<file path="src/rtl/rsv_pkg.sv">
package rsv_pkg;
   // bits needed to hold the value n (at least one)
   function automatic int unsigned cnt_w(input int unsigned n);
      return (n < 2) ? 1 : $clog2(n + 1);
   endfunction
endpackage

</file>
<file path="src/rtl/rsv_sync.sv">
module rsv_sync #(
   parameter int unsigned STAGES  = 2,
   parameter bit          RST_VAL = 1'b0
) (
   input  logic clk,
   input  logic por_n,
   input  logic d_i,
   output logic q_o
);
   initial begin
      if (STAGES < 2) $fatal(1, "rsv_sync: STAGES must be at least 2");
   end

   logic [STAGES-1:0] pipe_q;

   always_ff @(posedge clk or negedge por_n) begin
      if (!por_n) pipe_q <= {STAGES{RST_VAL}};
      else        pipe_q <= {pipe_q[STAGES-2:0], d_i};
   end

   assign q_o = pipe_q[STAGES-1];
endmodule

</file>
<file path="src/rtl/rsv_glitch.sv">
module rsv_glitch
   import rsv_pkg::*;
#(
   parameter int unsigned FILT = 4
) (
   input  logic clk,
   input  logic por_n,
   input  logic lvl_n_i,
   output logic act_o
);
   generate
      if (FILT == 0) begin : g_bypass
         assign act_o = ~lvl_n_i;
      end else begin : g_filter
         localparam int unsigned W = cnt_w(FILT);
         localparam logic [W-1:0] TOP = W'(FILT);
         logic [W-1:0] cnt_q;

         always_ff @(posedge clk or negedge por_n) begin
            if (!por_n)          cnt_q <= '0;
            else if (lvl_n_i)    cnt_q <= '0;
            else if (cnt_q != TOP) cnt_q <= cnt_q + 1'b1;
         end

         assign act_o = (cnt_q == TOP);

         assert_high_clears_R2: assert property (@(posedge clk) disable iff (!por_n)
            lvl_n_i |=> !act_o);
      end
   endgenerate
endmodule

</file>
<file path="src/rtl/rsv_watchdog.sv">
module rsv_watchdog
   import rsv_pkg::*;
#(
   parameter int unsigned WD_CYCLES = 40
) (
   input  logic clk,
   input  logic por_n,
   input  logic wd_s_i,
   input  logic hold_i,
   output logic fire_o
);
   initial begin
      if (WD_CYCLES < 2) $fatal(1, "rsv_watchdog: WD_CYCLES must be at least 2");
   end

   localparam int unsigned W = cnt_w(WD_CYCLES - 1);
   localparam logic [W-1:0] LAST = W'(WD_CYCLES - 1);

   logic [W-1:0] cnt_q;
   logic         prev_q;
   logic         fire_q;
   logic         kick;

   assign kick = wd_s_i ^ prev_q;

   always_ff @(posedge clk or negedge por_n) begin
      if (!por_n) begin
         cnt_q  <= '0;
         prev_q <= 1'b0;
         fire_q <= 1'b0;
      end else begin
         prev_q <= wd_s_i;
         fire_q <= 1'b0;
         if (hold_i || kick) begin
            cnt_q <= '0;
         end else if (cnt_q == LAST) begin
            cnt_q  <= '0;
            fire_q <= 1'b1;
         end else begin
            cnt_q <= cnt_q + 1'b1;
         end
      end
   end

   assign fire_o = fire_q;

   assert_single_pulse_R7: assert property (@(posedge clk) disable iff (!por_n)
      fire_o |=> !fire_o);
   assert_hold_clears_R8: assert property (@(posedge clk) disable iff (!por_n)
      hold_i |=> (cnt_q == '0) && !fire_o);
endmodule

</file>
<file path="src/rtl/rsv_stretch.sv">
module rsv_stretch
   import rsv_pkg::*;
#(
   parameter int unsigned RST_CYCLES = 24
) (
   input  logic clk,
   input  logic por_n,
   input  logic cause_i,
   output logic rst_n_o
);
   initial begin
      if (RST_CYCLES < 1) $fatal(1, "rsv_stretch: RST_CYCLES must be at least 1");
   end

   localparam int unsigned W = cnt_w(RST_CYCLES);
   localparam logic [W-1:0] LOAD = W'(RST_CYCLES);

   logic [W-1:0] left_q;

   always_ff @(posedge clk or negedge por_n) begin
      if (!por_n)             left_q <= LOAD;
      else if (cause_i)       left_q <= LOAD;
      else if (left_q != '0)  left_q <= left_q - 1'b1;
   end

   assign rst_n_o = (left_q == '0);

   assert_cause_asserts_R1: assert property (@(posedge clk) disable iff (!por_n)
      cause_i |=> !rst_n_o);
   assert_release_quiet_R4: assert property (@(posedge clk) disable iff (!por_n)
      $rose(rst_n_o) |-> !$past(cause_i));
endmodule

</file>
<file path="src/rtl/rst_supervisor.sv">
module rst_supervisor #(
   parameter int unsigned SYNC_STAGES   = 2,
   parameter int unsigned RST_CYCLES    = 24,
   parameter int unsigned WD_CYCLES     = 40,
   parameter int unsigned GLITCH_CYCLES = 4,
   parameter bit          WDOG_EN       = 1'b1
) (
   input  logic clk,
   input  logic por_n,
   input  logic supply_low_i,
   input  logic mr_n_i,
   input  logic aux_low_i,
   input  logic wdi_i,
   input  logic backup_i,
   output logic rst_n_o
);
   logic sup_s, mr_n_s, aux_s, wd_s, bk_s;
   logic mr_act, wd_fire, cause;

   rsv_sync #(.STAGES(SYNC_STAGES), .RST_VAL(1'b0)) u_sync_sup (
      .clk(clk), .por_n(por_n), .d_i(supply_low_i), .q_o(sup_s));
   rsv_sync #(.STAGES(SYNC_STAGES), .RST_VAL(1'b1)) u_sync_mr (
      .clk(clk), .por_n(por_n), .d_i(mr_n_i), .q_o(mr_n_s));
   rsv_sync #(.STAGES(SYNC_STAGES), .RST_VAL(1'b0)) u_sync_aux (
      .clk(clk), .por_n(por_n), .d_i(aux_low_i), .q_o(aux_s));
   rsv_sync #(.STAGES(SYNC_STAGES), .RST_VAL(1'b0)) u_sync_wd (
      .clk(clk), .por_n(por_n), .d_i(wdi_i), .q_o(wd_s));
   rsv_sync #(.STAGES(SYNC_STAGES), .RST_VAL(1'b0)) u_sync_bk (
      .clk(clk), .por_n(por_n), .d_i(backup_i), .q_o(bk_s));

   rsv_glitch #(.FILT(GLITCH_CYCLES)) u_glitch (
      .clk(clk), .por_n(por_n), .lvl_n_i(mr_n_s), .act_o(mr_act));

   generate
      if (WDOG_EN) begin : g_wdog
         rsv_watchdog #(.WD_CYCLES(WD_CYCLES)) u_wdog (
            .clk(clk), .por_n(por_n), .wd_s_i(wd_s),
            .hold_i(~rst_n_o), .fire_o(wd_fire));
      end else begin : g_no_wdog
         logic unused_wd;
         assign unused_wd = wd_s;
         assign wd_fire   = 1'b0;
      end
   endgenerate

   // backup forces reset and masks the user-side causes
   assign cause = sup_s | bk_s | wd_fire | (~bk_s & (aux_s | mr_act));

   rsv_stretch #(.RST_CYCLES(RST_CYCLES)) u_stretch (
      .clk(clk), .por_n(por_n), .cause_i(cause), .rst_n_o(rst_n_o));

   assert_backup_forces_R9: assert property (@(posedge clk) disable iff (!por_n)
      bk_s |=> !rst_n_o);
   assert_aux_forces_R3: assert property (@(posedge clk) disable iff (!por_n)
      (aux_s && !bk_s) |=> !rst_n_o);
endmodule

</file>
<file path="config.mk">
export PLATFORM = sky130hd
export DESIGN_NAME = rst_supervisor
export DESIGN_NICKNAME = d
export VERILOG_FILES = /design/src/rtl/rsv_pkg.sv /design/src/rtl/rsv_sync.sv /design/src/rtl/rsv_glitch.sv /design/src/rtl/rsv_watchdog.sv /design/src/rtl/rsv_stretch.sv /design/src/rtl/rst_supervisor.sv
export SDC_FILE = /design/constraint.sdc
export NUM_CORES = 1
export LEC_CHECK = 0
export BUFFER_PORTS_ARGS = -buffer_cell sky130_fd_sc_hd__buf_2
export CAP_MARGIN = 15
export CORE_UTILIZATION = 40
export CTS_CLUSTER_SIZE = 14
export DETAILED_ROUTE_END_ITERATION = 16
export PLACE_DENSITY = 0.64
export SYNTH_ARGS = -nofsm -noshare
export SYNTH_HDL_FRONTEND = slang
export SYNTH_SLANG_ARGS = --single-unit
</file>
<file path="constraint.sdc">
create_clock -name clk -period 4.3 [get_ports clk]
set_clock_uncertainty 0.05 [all_clocks]
set_input_delay 0.215 -clock clk [delete_from_list [all_inputs] [get_ports clk]]
set_output_delay 0.215 -clock clk [all_outputs]
set_load 0.05 [all_outputs]
</file>
# Word level (Yosys, flattened, before mapping)
# Cells that the tools add are included.
[word_totals]
regBits = 26
inputBits = 7
output_inout_bits = 1
wordCells = 37
[op_classes]
add_sub_neg = 3
eq_ne = 3
mux = 8
bitwise_logic = 8
reduce_logical = 5
[ops]
columns = ["cell", "count"]
rows = [
  ["6-bit 2-to-1 mux", 2],
  ["5-bit 2-to-1 mux", 2],
  ["6-bit by 1-bit adder with 6-bit output, second input constant", 1],
  ["6-bit equality test, second input constant", 1],
  ["3-bit 2-to-1 mux", 2],
  ["5-bit logical NOT", 1],
  ["5-bit nonzero test", 1],
  ["5-bit by 1-bit subtractor with 5-bit output, second input constant", 1],
  ["1-bit bitwise OR", 4],
  ["2-bit nonzero test", 2],
  ["3-bit by 1-bit adder with 3-bit output, second input constant", 1],
  ["3-bit equality test, second input constant", 1],
  ["3-bit inequality test, second input constant", 1],
  ["1-bit 2-to-1 mux", 2],
  ["1-bit NOT", 2],
  ["1-bit bitwise AND", 1],
  ["1-bit logical OR", 1],
  ["1-bit XOR", 1],
]

# Longest topological paths before layout
# Gate-level depths: netlist of the first run.
[depth]
depth_word = 5
depth_mapped = 5
mapped_depth_nobuf = 5

# Cells and area by module
# A second synthesis of the first run with hierarchy kept.
[unflattened]
hier_cells = 85
area_unflattened_um2 = 1037.2
[modules_own_cells]
columns = ["module", "instances", "cells_each", "area_each_um2", "seq_area_each_um2"]
rows = [
  ["rsv_watchdog", 1, 29, 334.1, 200.2],
  ["rsv_stretch", 1, 25, 257.7, 127.6],
  ["rsv_sync (u_sync_aux ...)", 4, 2, 50.0, 50.0],
  ["rsv_glitch", 1, 17, 176.4, 75.1],
  ["rsv_sync (u_sync_mr)", 1, 2, 52.6, 52.6],
  ["rst_supervisor", 1, 4, 16.3, 0.0],
]

# Worst setup path before layout of the first run
# No wires, ideal clock.
[synth_timing]
path_type = "reg-to-reg"
from = "register u_stretch.left_q[0]"
to = "register g_wdog.u_wdog.cnt_q[5]"
setup_ns = 0.087
t_arrival_ns = 1.750
t_required_ns = 4.163
path_slack_ns = 2.413
path_stages_with_launch = 6
cell_sequence = "dfrtp_1 inv_1 ha_1 nor4b_4 nand2_4 a211oi_2"
[synth_between]
elab_chain_len = 4
[synth_lines]
columns = ["item", "line", "rtl"]
rows = [
  ["start: declaration", "rsv_stretch.sv:18", "logic [W-1:0] left_q;"],
  ["start signal: assignment", "rsv_stretch.sv:23", "else if (left_q != '0) left_q <= left_q - 1'b1;"],
  ["5-bit logical NOT", "rsv_stretch.sv:26", "assign rst_n_o = (left_q == '0);"],
  ["net rst_n_o", "rst_supervisor.sv:15", "output logic rst_n_o"],
  ["1-bit NOT", "rst_supervisor.sv:38", ".hold_i(~rst_n_o), .fire_o(wd_fire));"],
  ["1-bit logical OR", "rsv_watchdog.sv:34", "if (hold_i || kick) begin"],
  ["6-bit 2-to-1 mux", "rsv_watchdog.sv:34", ""],
  ["end signal: assignment", "rsv_watchdog.sv:40", "cnt_q <= cnt_q + 1'b1;"],
  ["end: declaration", "rsv_watchdog.sv:19", "logic [W-1:0] cnt_q;"],
]
# The timed path passes the listed nets, and every way through them passes these cells.
# A chain may end at the register's enable or synchronous reset.

# Worst setup path after layout of the first run
[layout_timing]
from = "register u_stretch.left_q[0]"
to = "output rst_n_o"
[layout_between]
elab_chain_len = 1
[layout_lines]
columns = ["item", "line"]
rows = [
  ["5-bit logical NOT", "rsv_stretch.sv:26"],
  ["end: declaration", "rst_supervisor.sv:15"],
]
# No other way between the ends.

==> results of run 1 <==
==> Yosys cell counts <==
master and instances:
sky130_fd_sc_hd__a21oi_1 2, sky130_fd_sc_hd__o21ai_0 1, sky130_fd_sc_hd__nand2_1 6, sky130_fd_sc_hd__a21o_1 1, sky130_fd_sc_hd__or3_1 2, sky130_fd_sc_hd__a211oi_1 1
sky130_fd_sc_hd__nand2b_1 1, sky130_fd_sc_hd__nor4_1 1, sky130_fd_sc_hd__nor4b_4 1, sky130_fd_sc_hd__inv_1 4, sky130_fd_sc_hd__and3_1 1, sky130_fd_sc_hd__nand4b_1 1
sky130_fd_sc_hd__ha_1 4, sky130_fd_sc_hd__xnor2_1 4, sky130_fd_sc_hd__nor2b_1 2, sky130_fd_sc_hd__a211o_1 1, sky130_fd_sc_hd__nand3_1 3, sky130_fd_sc_hd__a211oi_2 1
sky130_fd_sc_hd__nor2_1 8, sky130_fd_sc_hd__dfstp_2 4, sky130_fd_sc_hd__nor3_1 5, sky130_fd_sc_hd__xor2_1 2, sky130_fd_sc_hd__dfrtp_1 22, sky130_fd_sc_hd__or3b_1 1
sky130_fd_sc_hd__nand2_4 1
==> worst max-delay path, cell delays in order (launching register included) <==
cell                      delay (ps)
sky130_fd_sc_hd__dfrtp_1         400
sky130_fd_sc_hd__inv_1            90
sky130_fd_sc_hd__ha_1            210
sky130_fd_sc_hd__nor4b_4         440
sky130_fd_sc_hd__buf_2           350
==> per-stage QoR <==
stage,setup WS (ps),instance area (µm²),hold WS (ps)
2_1_floorplan,2413,1013,-130.6
3_3_place_gp,2644,1084,185.6
3_5_place_dp,2564,1084,185.9
4_1_cts,2185,1170,314.0
5_1_grt,2072,1170,320.3
6_report,2217,1170,311.8
==> area by class of cell <==
type	instances	area, µm²
well taps	28	35.03
multi-input cells	50	342.8
inverters	4	15.01
flip-flops and latches	26	655.6
repair buffers	13	95.09
clock buffers	4	26.28
fillers	203	1127
==> cells by family (layout without fill, tap and decap cells) <==
family          after synthesis  in the layout  share of synthesized area, %
buf+inv                       4             21                         1.481
xor+xnor                      6              6                         5.185
simple gates                 33             33                         18.64
flops                        26             26                         64.69
compound gates                7              7                         5.062
fa+ha+maj                     4              4                         4.938
==> state kept, by name, summed over array words and instances, names as in the netlist, 2 cells and up <==
| signal | cells |
|---|---|
| u_stretch.left_q | 5 |
| g_wdog.u_wdog.cnt_q | 6 |
| u_glitch.g_filter.cnt_q | 3 |
| u_sync_aux.pipe_q | 2 |
| u_sync_wd.pipe_q | 2 |
| u_sync_sup.pipe_q | 2 |
| u_sync_bk.pipe_q | 2 |
| u_sync_mr.pipe_q | 2 |
==> routing by layer <==
metal,track usage (%),vias to the layer above
met5,0,-
met4,7.895,0
met3,1.739,2
met2,21.52,12
met1,17.40,295
li1,-,307
==> repair_timing <==
item	in CTS	in global routing
endpoints found under the setup margin	0	0
hold buffers	6	0
setup buffers	0	0
endpoints found under the hold margin	27	0
gates resized for setup	0	0
==> power by group <==
group          internal [mW]  switching (mW)
combinational         0.0166          0.0168
clock                 0.0362          0.0654
sequential             0.256         0.00736
==> worst paths after layout <==
kind,slack [ps],startpoint,to
min in group asynchronous,340,por_n,g_wdog.u_wdog.cnt_q[4]
max in group asynchronous,3470,por_n,u_sync_mr.pipe_q[1]
hold reg to reg,310,u_sync_bk.pipe_q[0],u_sync_bk.pipe_q[1]
setup reg to reg,2660,u_stretch.left_q[0],g_wdog.u_wdog.cnt_q[3]
setup / recovery,2220,u_stretch.left_q[0],rst_n_o
hold / removal,310,u_sync_bk.pipe_q[0],u_sync_bk.pipe_q[1]
==> flow_summary.json, run 1 <==
{
  "mostFrequentLayoutCell": "sky130_fd_sc_hd__dfrtp_1",
  "pin_count": 8,
  "most-common-layout-cells": "sky130_fd_sc_hd__dfrtp_1, sky130_fd_sc_hd__nor2_1, sky130_fd_sc_hd__buf_2",
  "hold_path_class": "reg2reg",
  "drv_cap": 0,
  "drtAntennaViolNets": 0,
  "crit_type": "reg2out",
  "postSynthAreaPerCell_um2": 12.67,
  "layoutNonFillerInstCount": 125,
  "synth_largest_area_cell": "sky130_fd_sc_hd__dfrtp_1",
  "worst_ep_required_time_ps": 4030,
  "detailedPlacementHpwl_um": 1014,
  "post_synth_num_cell_types": 25,
  "initial_core_util_pct": 44.12,
  "rsz0062_at_grt": "false",
  "port_buffers": 7,
  "rows": 17,
  "topRoutingLayerUsed": "met4",
  "syn-cell-area_um2": 1013,
  "layout.core_utilization_pct": 50.93,
  "top_post_synthesis_cells_by_area": "sky130_fd_sc_hd__dfrtp_1, sky130_fd_sc_hd__dfstp_2, sky130_fd_sc_hd__ha_1",
  "clkLatencyLatePin_ps": 310,
  "cts-buffers-inserted": 3,
  "grt_first_pass_wirelength_um": 2601,
  "die_width_um": 52.34,
  "fmaxAchievable_mhz": 480.0,
  "wl_met3_um": 61,
  "n_antenna_cell": 0,
  "crit_path_arrival_time_ps": 1820,
  "pin_count_of_the_biggest_net_entering_global_routing": 27,
  "sort_of_element_at_the_end_of_the_critical_path": "primary output",
  "die_y_um": 52.34,
  "tritoncts": "done",
  "ctsHtreeMaxLevel": 1,
  "avgRoutedWirePerCell_um": 11.54,
  "synth-seq-cells": 26,
  "worst_slew_margin_rel_pct": 63.89,
  "core_area_um2": 2297,
  "status": "completed",
  "clock_sink_count": 26,
  "area.growth.synth_to_final_pct": 15.43,
  "clock_tree.buffer_depth": 2,
  "powerDensity_nw_per_um2": 340.8,
  "critPathMaxFanout": 7,
  "dr.first_iter.drc_count": 7,
  "power_mw": 0.3987,
  "final.period_utilization_pct": 48.45,
  "initial_antenna_violation_count": 0,
  "via_per_inst": 4.928,
  "reg2reg_depth": 5,
  "drc_errors": 0,
  "clock-root-buffer": "sky130_fd_sc_hd__clkbuf_4",
  "grt_use_total_pct": 13.46,
  "final-max-slew-violation-count": 0,
  "ys.warnings.count": 0,
  "m1WireLength_um": 698,
  "post_placement_cell_count": 115,
  "drt-pass1-iter-count": 4,
  "fraction_of_layout_instances_using_a_drive_strength_above_1_pct": 17.53,
  "worst_setup_hold_path_clk_slew_ps": 130,
  "synth_nets": 91,
  "irDropWorstVdd_v": 0.0002574,
  "total_leakage_power_nw": 0.5287,
  "ys_seq_area_share_pct": 64.69,
  "period_minus_slack_ps": 2083,
  "worst_hold_path.num_cells": 0,
  "max_slew.worst_pin.slew_ps": 541.7,
  "globalRoute.totalOverflow": 0,
  "hold_viol_final": 0,
  "first_global_vias": 623,
  "fin_tns_setup_ps": 0,
  "detailroute.via_count": 616,
  "syn-instance-count": 80,
  "critical_path.startpoint_type": "register",
  "place_congestion": 0.7198,
  "yosysTopAreaCellShare_pct": 54.32,
  "nets": 109,
  "setup-violations-final": 0,
  "drt_wl_total_um": 1443,
  "met2RoutedLength_um": 673,
  "die-area_um2": 2739
}
No activity file was read; power rests on OpenSTA's default activity.
==> run 2, diff against run 1 <==
--- a/config.mk
+++ b/config.mk
@@ -10,7 +10,7 @@
 export CORE_UTILIZATION = 40
 export CTS_CLUSTER_SIZE = 14
 export DETAILED_ROUTE_END_ITERATION = 16
-export PLACE_DENSITY = 0.64
+export PLACE_DENSITY = 0.66
 export SYNTH_ARGS = -nofsm -noshare
 export SYNTH_HDL_FRONTEND = slang
 export SYNTH_SLANG_ARGS = --single-unit
==> constraint.sdc (replaced) <==
create_clock -name clk -period 1.8 [get_ports clk]
set_clock_uncertainty 0.05 [all_clocks]
set_input_delay 0.09 -clock clk [delete_from_list [all_inputs] [get_ports clk]]
set_output_delay 0.09 -clock clk [all_outputs]
set_load 0.05 [all_outputs]
==> run 2 against run 1 <==
- global-route usage is 0.57 points lower
- die area stayed put
- highest routed layer unchanged
- first-iteration DRC count fell by 43%
- critical endpoint unchanged
- critical path depth did not move
- wire length barely moved
==> flow_summary.json, run 2 (synthesized netlist as in run 1, its figures left out) <==
{
  "status": "completed",
  "powerDensity_nw_per_um2": 804.4,
  "setup-violations-final": 0,
  "worstPathCellList": "inv_1 > ha_2 > nor4b_4 > buf_2",
  "cpPeakStageDelay_ps": 400,
  "port_buffers": 7,
  "reg2reg_depth": 6,
  "dr.first_iter.drc_count": 4,
  "cts-buffers-inserted": 3,
  "worst_setup_hold_path_clk_slew_ps": 140,
  "irDropWorstVdd_v": 0.0005261,
  "die-area_um2": 2739,
  "fmaxAchievable_mhz": 602.6,
  "drt_wl_total_um": 1442,
  "globalRoute.totalOverflow": 0,
  "drtAntennaViolNets": 0,
  "layoutNonFillerInstCount": 126,
  "sw_frac_of_total_pct": 23.05,
  "fraction_of_layout_instances_using_a_drive_strength_above_1_pct": 23.47,
  "seqPwrFrac_pct": 65.6,
  "rows": 17,
  "worst_slew_margin_rel_pct": 63.78,
  "nets": 110,
  "setup_ws_ps": 140.7,
  "sort_of_element_at_the_end_of_the_critical_path": "primary output",
  "registers.top_by_ff_count": "g_wdog.u_wdog.cnt_q",
  "critPathSlowestCell": "sky130_fd_sc_hd__dfrtp_1",
  "drt-pass1-iter-count": 4,
  "clock-root-buffer": "sky130_fd_sc_hd__clkbuf_4",
  "die_y_um": 52.34,
  "detailroute.via_count": 599,
  "critical_path.startpoint_type": "register",
  "power.share.combinational_pct": 8.4,
  "total_leakage_power_nw": 0.5345,
  "hold_viol_final": 0,
  "pwr-share-clk_pct": 26.0,
  "die_width_um": 52.34,
  "grt_first_pass_wirelength_um": 2442,
  "clock_tree.buffer_depth": 2,
  "post_placement_cell_count": 115,
  "ctsHtreeMaxLevel": 1,
  "grt_use_total_pct": 12.89,
  "r2r_setup_slack_ps": 280,
  "final.period_utilization_pct": 92.19,
  "pin_count_of_the_biggest_net_entering_global_routing": 27,
  "p_sw_mw": 0.2216,
  "detailedPlacementHpwl_um": 1009,
  "clock_sink_count": 26,
  "n_antenna_cell": 0,
  "most-common-layout-cells": "sky130_fd_sc_hd__dfrtp_1, sky130_fd_sc_hd__nor2_1, sky130_fd_sc_hd__buf_2",
  "via_per_inst": 4.754,
  "max_slew.worst_pin.slew_ps": 543.3,
  "crit_path_end": "rst_n_o",
  "core_area_um2": 2297,
  "final-max-slew-violation-count": 0,
  "crit_type": "reg2out",
  "top_regs": "g_wdog.u_wdog.cnt_q: 6 flops, u_stretch.left_q: 5 flops, u_glitch.g_filter.cnt_q: 3 flops",
  "internal_power_mw": 0.7396,
  "rsz0062_at_grt": "false",
  "largest_register_ff_count": 6,
  "first_global_vias": 569,
  "initial_core_util_pct": 44.12,
  "worstReg2RegEnd": "u_stretch.left_q[2]",
  "worstReg2RegStart": "u_stretch.left_q[1]",
  "drc_errors": 0,
  "initial_antenna_violation_count": 0,
  "preCtsSetupSlack_ps": 247.6,
  "pin_count": 8,
  "clkLatencyLatePin_ps": 320,
  "avgRoutedWirePerCell_um": 11.44,
  "fin_hold_ws_ps": 213.2,
  "drv_cap": 0,
  "area.growth.synth_to_final_pct": 17.90,
  "tritoncts": "done",
  "worst_ep_required_time_ps": 1660,
  "hold_path_class": "in2async",
  "mostFrequentLayoutCell": "sky130_fd_sc_hd__dfrtp_1",
  "critPathMaxFanout": 5,
  "crit_path_arrival_time_ps": 1520,
  "place_congestion": 0.7406,
  "period_minus_slack_ps": 1659,
  "worstSetupStartpoint": "u_stretch.left_q[1]"
}
[run 2: critical path: cells and delay by family (launching register included)]
kind,cells,cell delay (ps)
adders and majority gates,1,200
DFF,1,400
and+or+nand+nor,1,220
buffers and inverters,2,390
[run 2: through the flow]
step | total power [mW] | setup TNS, ps | utilization (%) | area [µm²]
global placement | 0.7096 | 0 | 47.93 | 1101
floorplan | 0.6841 | -123.2 | - | 1031
finish | 0.9612 | 0 | 52.02 | 1195
global route | 1.014 | 0 | 52.02 | 1195
CTS | 0.9749 | 0 | 52.02 | 1195
detailed placement | 0.7137 | 0 | 47.93 | 1101
[run 2: power by group through the flow]
stage	combinational (mW)	clock, mW	sequential (mW)
after global placement	0.0700	0	0.640
after global routing	0.0932	0.286	0.635
after CTS	0.0830	0.261	0.631
after detailed placement	0.0726	0	0.641
final	0.0810	0.250	0.630
after floorplan	0.0473	0	0.637
[run 2: final cells by class]
class                   count  area [µm²]
well taps                  28       35.03
fillers                   208        1102
multi-input cells          50       360.3
clock buffers               4       26.28
flip-flops and latches     26       655.6
repair buffers             14       102.6
inverters                   4       15.01
[run 2: per-layer routing]
metal / GRT usage, % / wire length, µm / vias up
li1: - / - / 304
met1: 16.30 / 738 / 282
met2: 19.41 / 620 / 11
met3: 6.087 / 69 / 2
met4: 3.947 / 14 / 0
met5: 0 / 0 / -
[run 2: how the worst min path moves through the flow]
stage,startpoint,slack (ps),to,cells past startpoint
floorplan,por_n,-260,g_wdog.u_wdog.cnt_q[0],0
global placement,por_n,60,g_wdog.u_wdog.cnt_q[3],1
detailed placement,por_n,60,u_sync_sup.pipe_q[0],1
CTS,por_n,240,u_sync_sup.pipe_q[1],2
global route,por_n,250,u_sync_sup.pipe_q[1],2
finish,por_n,210,u_sync_sup.pipe_q[1],2
[run 2: what timing repair did]
action,CTS,global route
buffers inserted,1,0
resized for setup,0,0
hold buffers,6,0
endpoints found under the hold margin,27,0
setup endpoints to repair,1,0
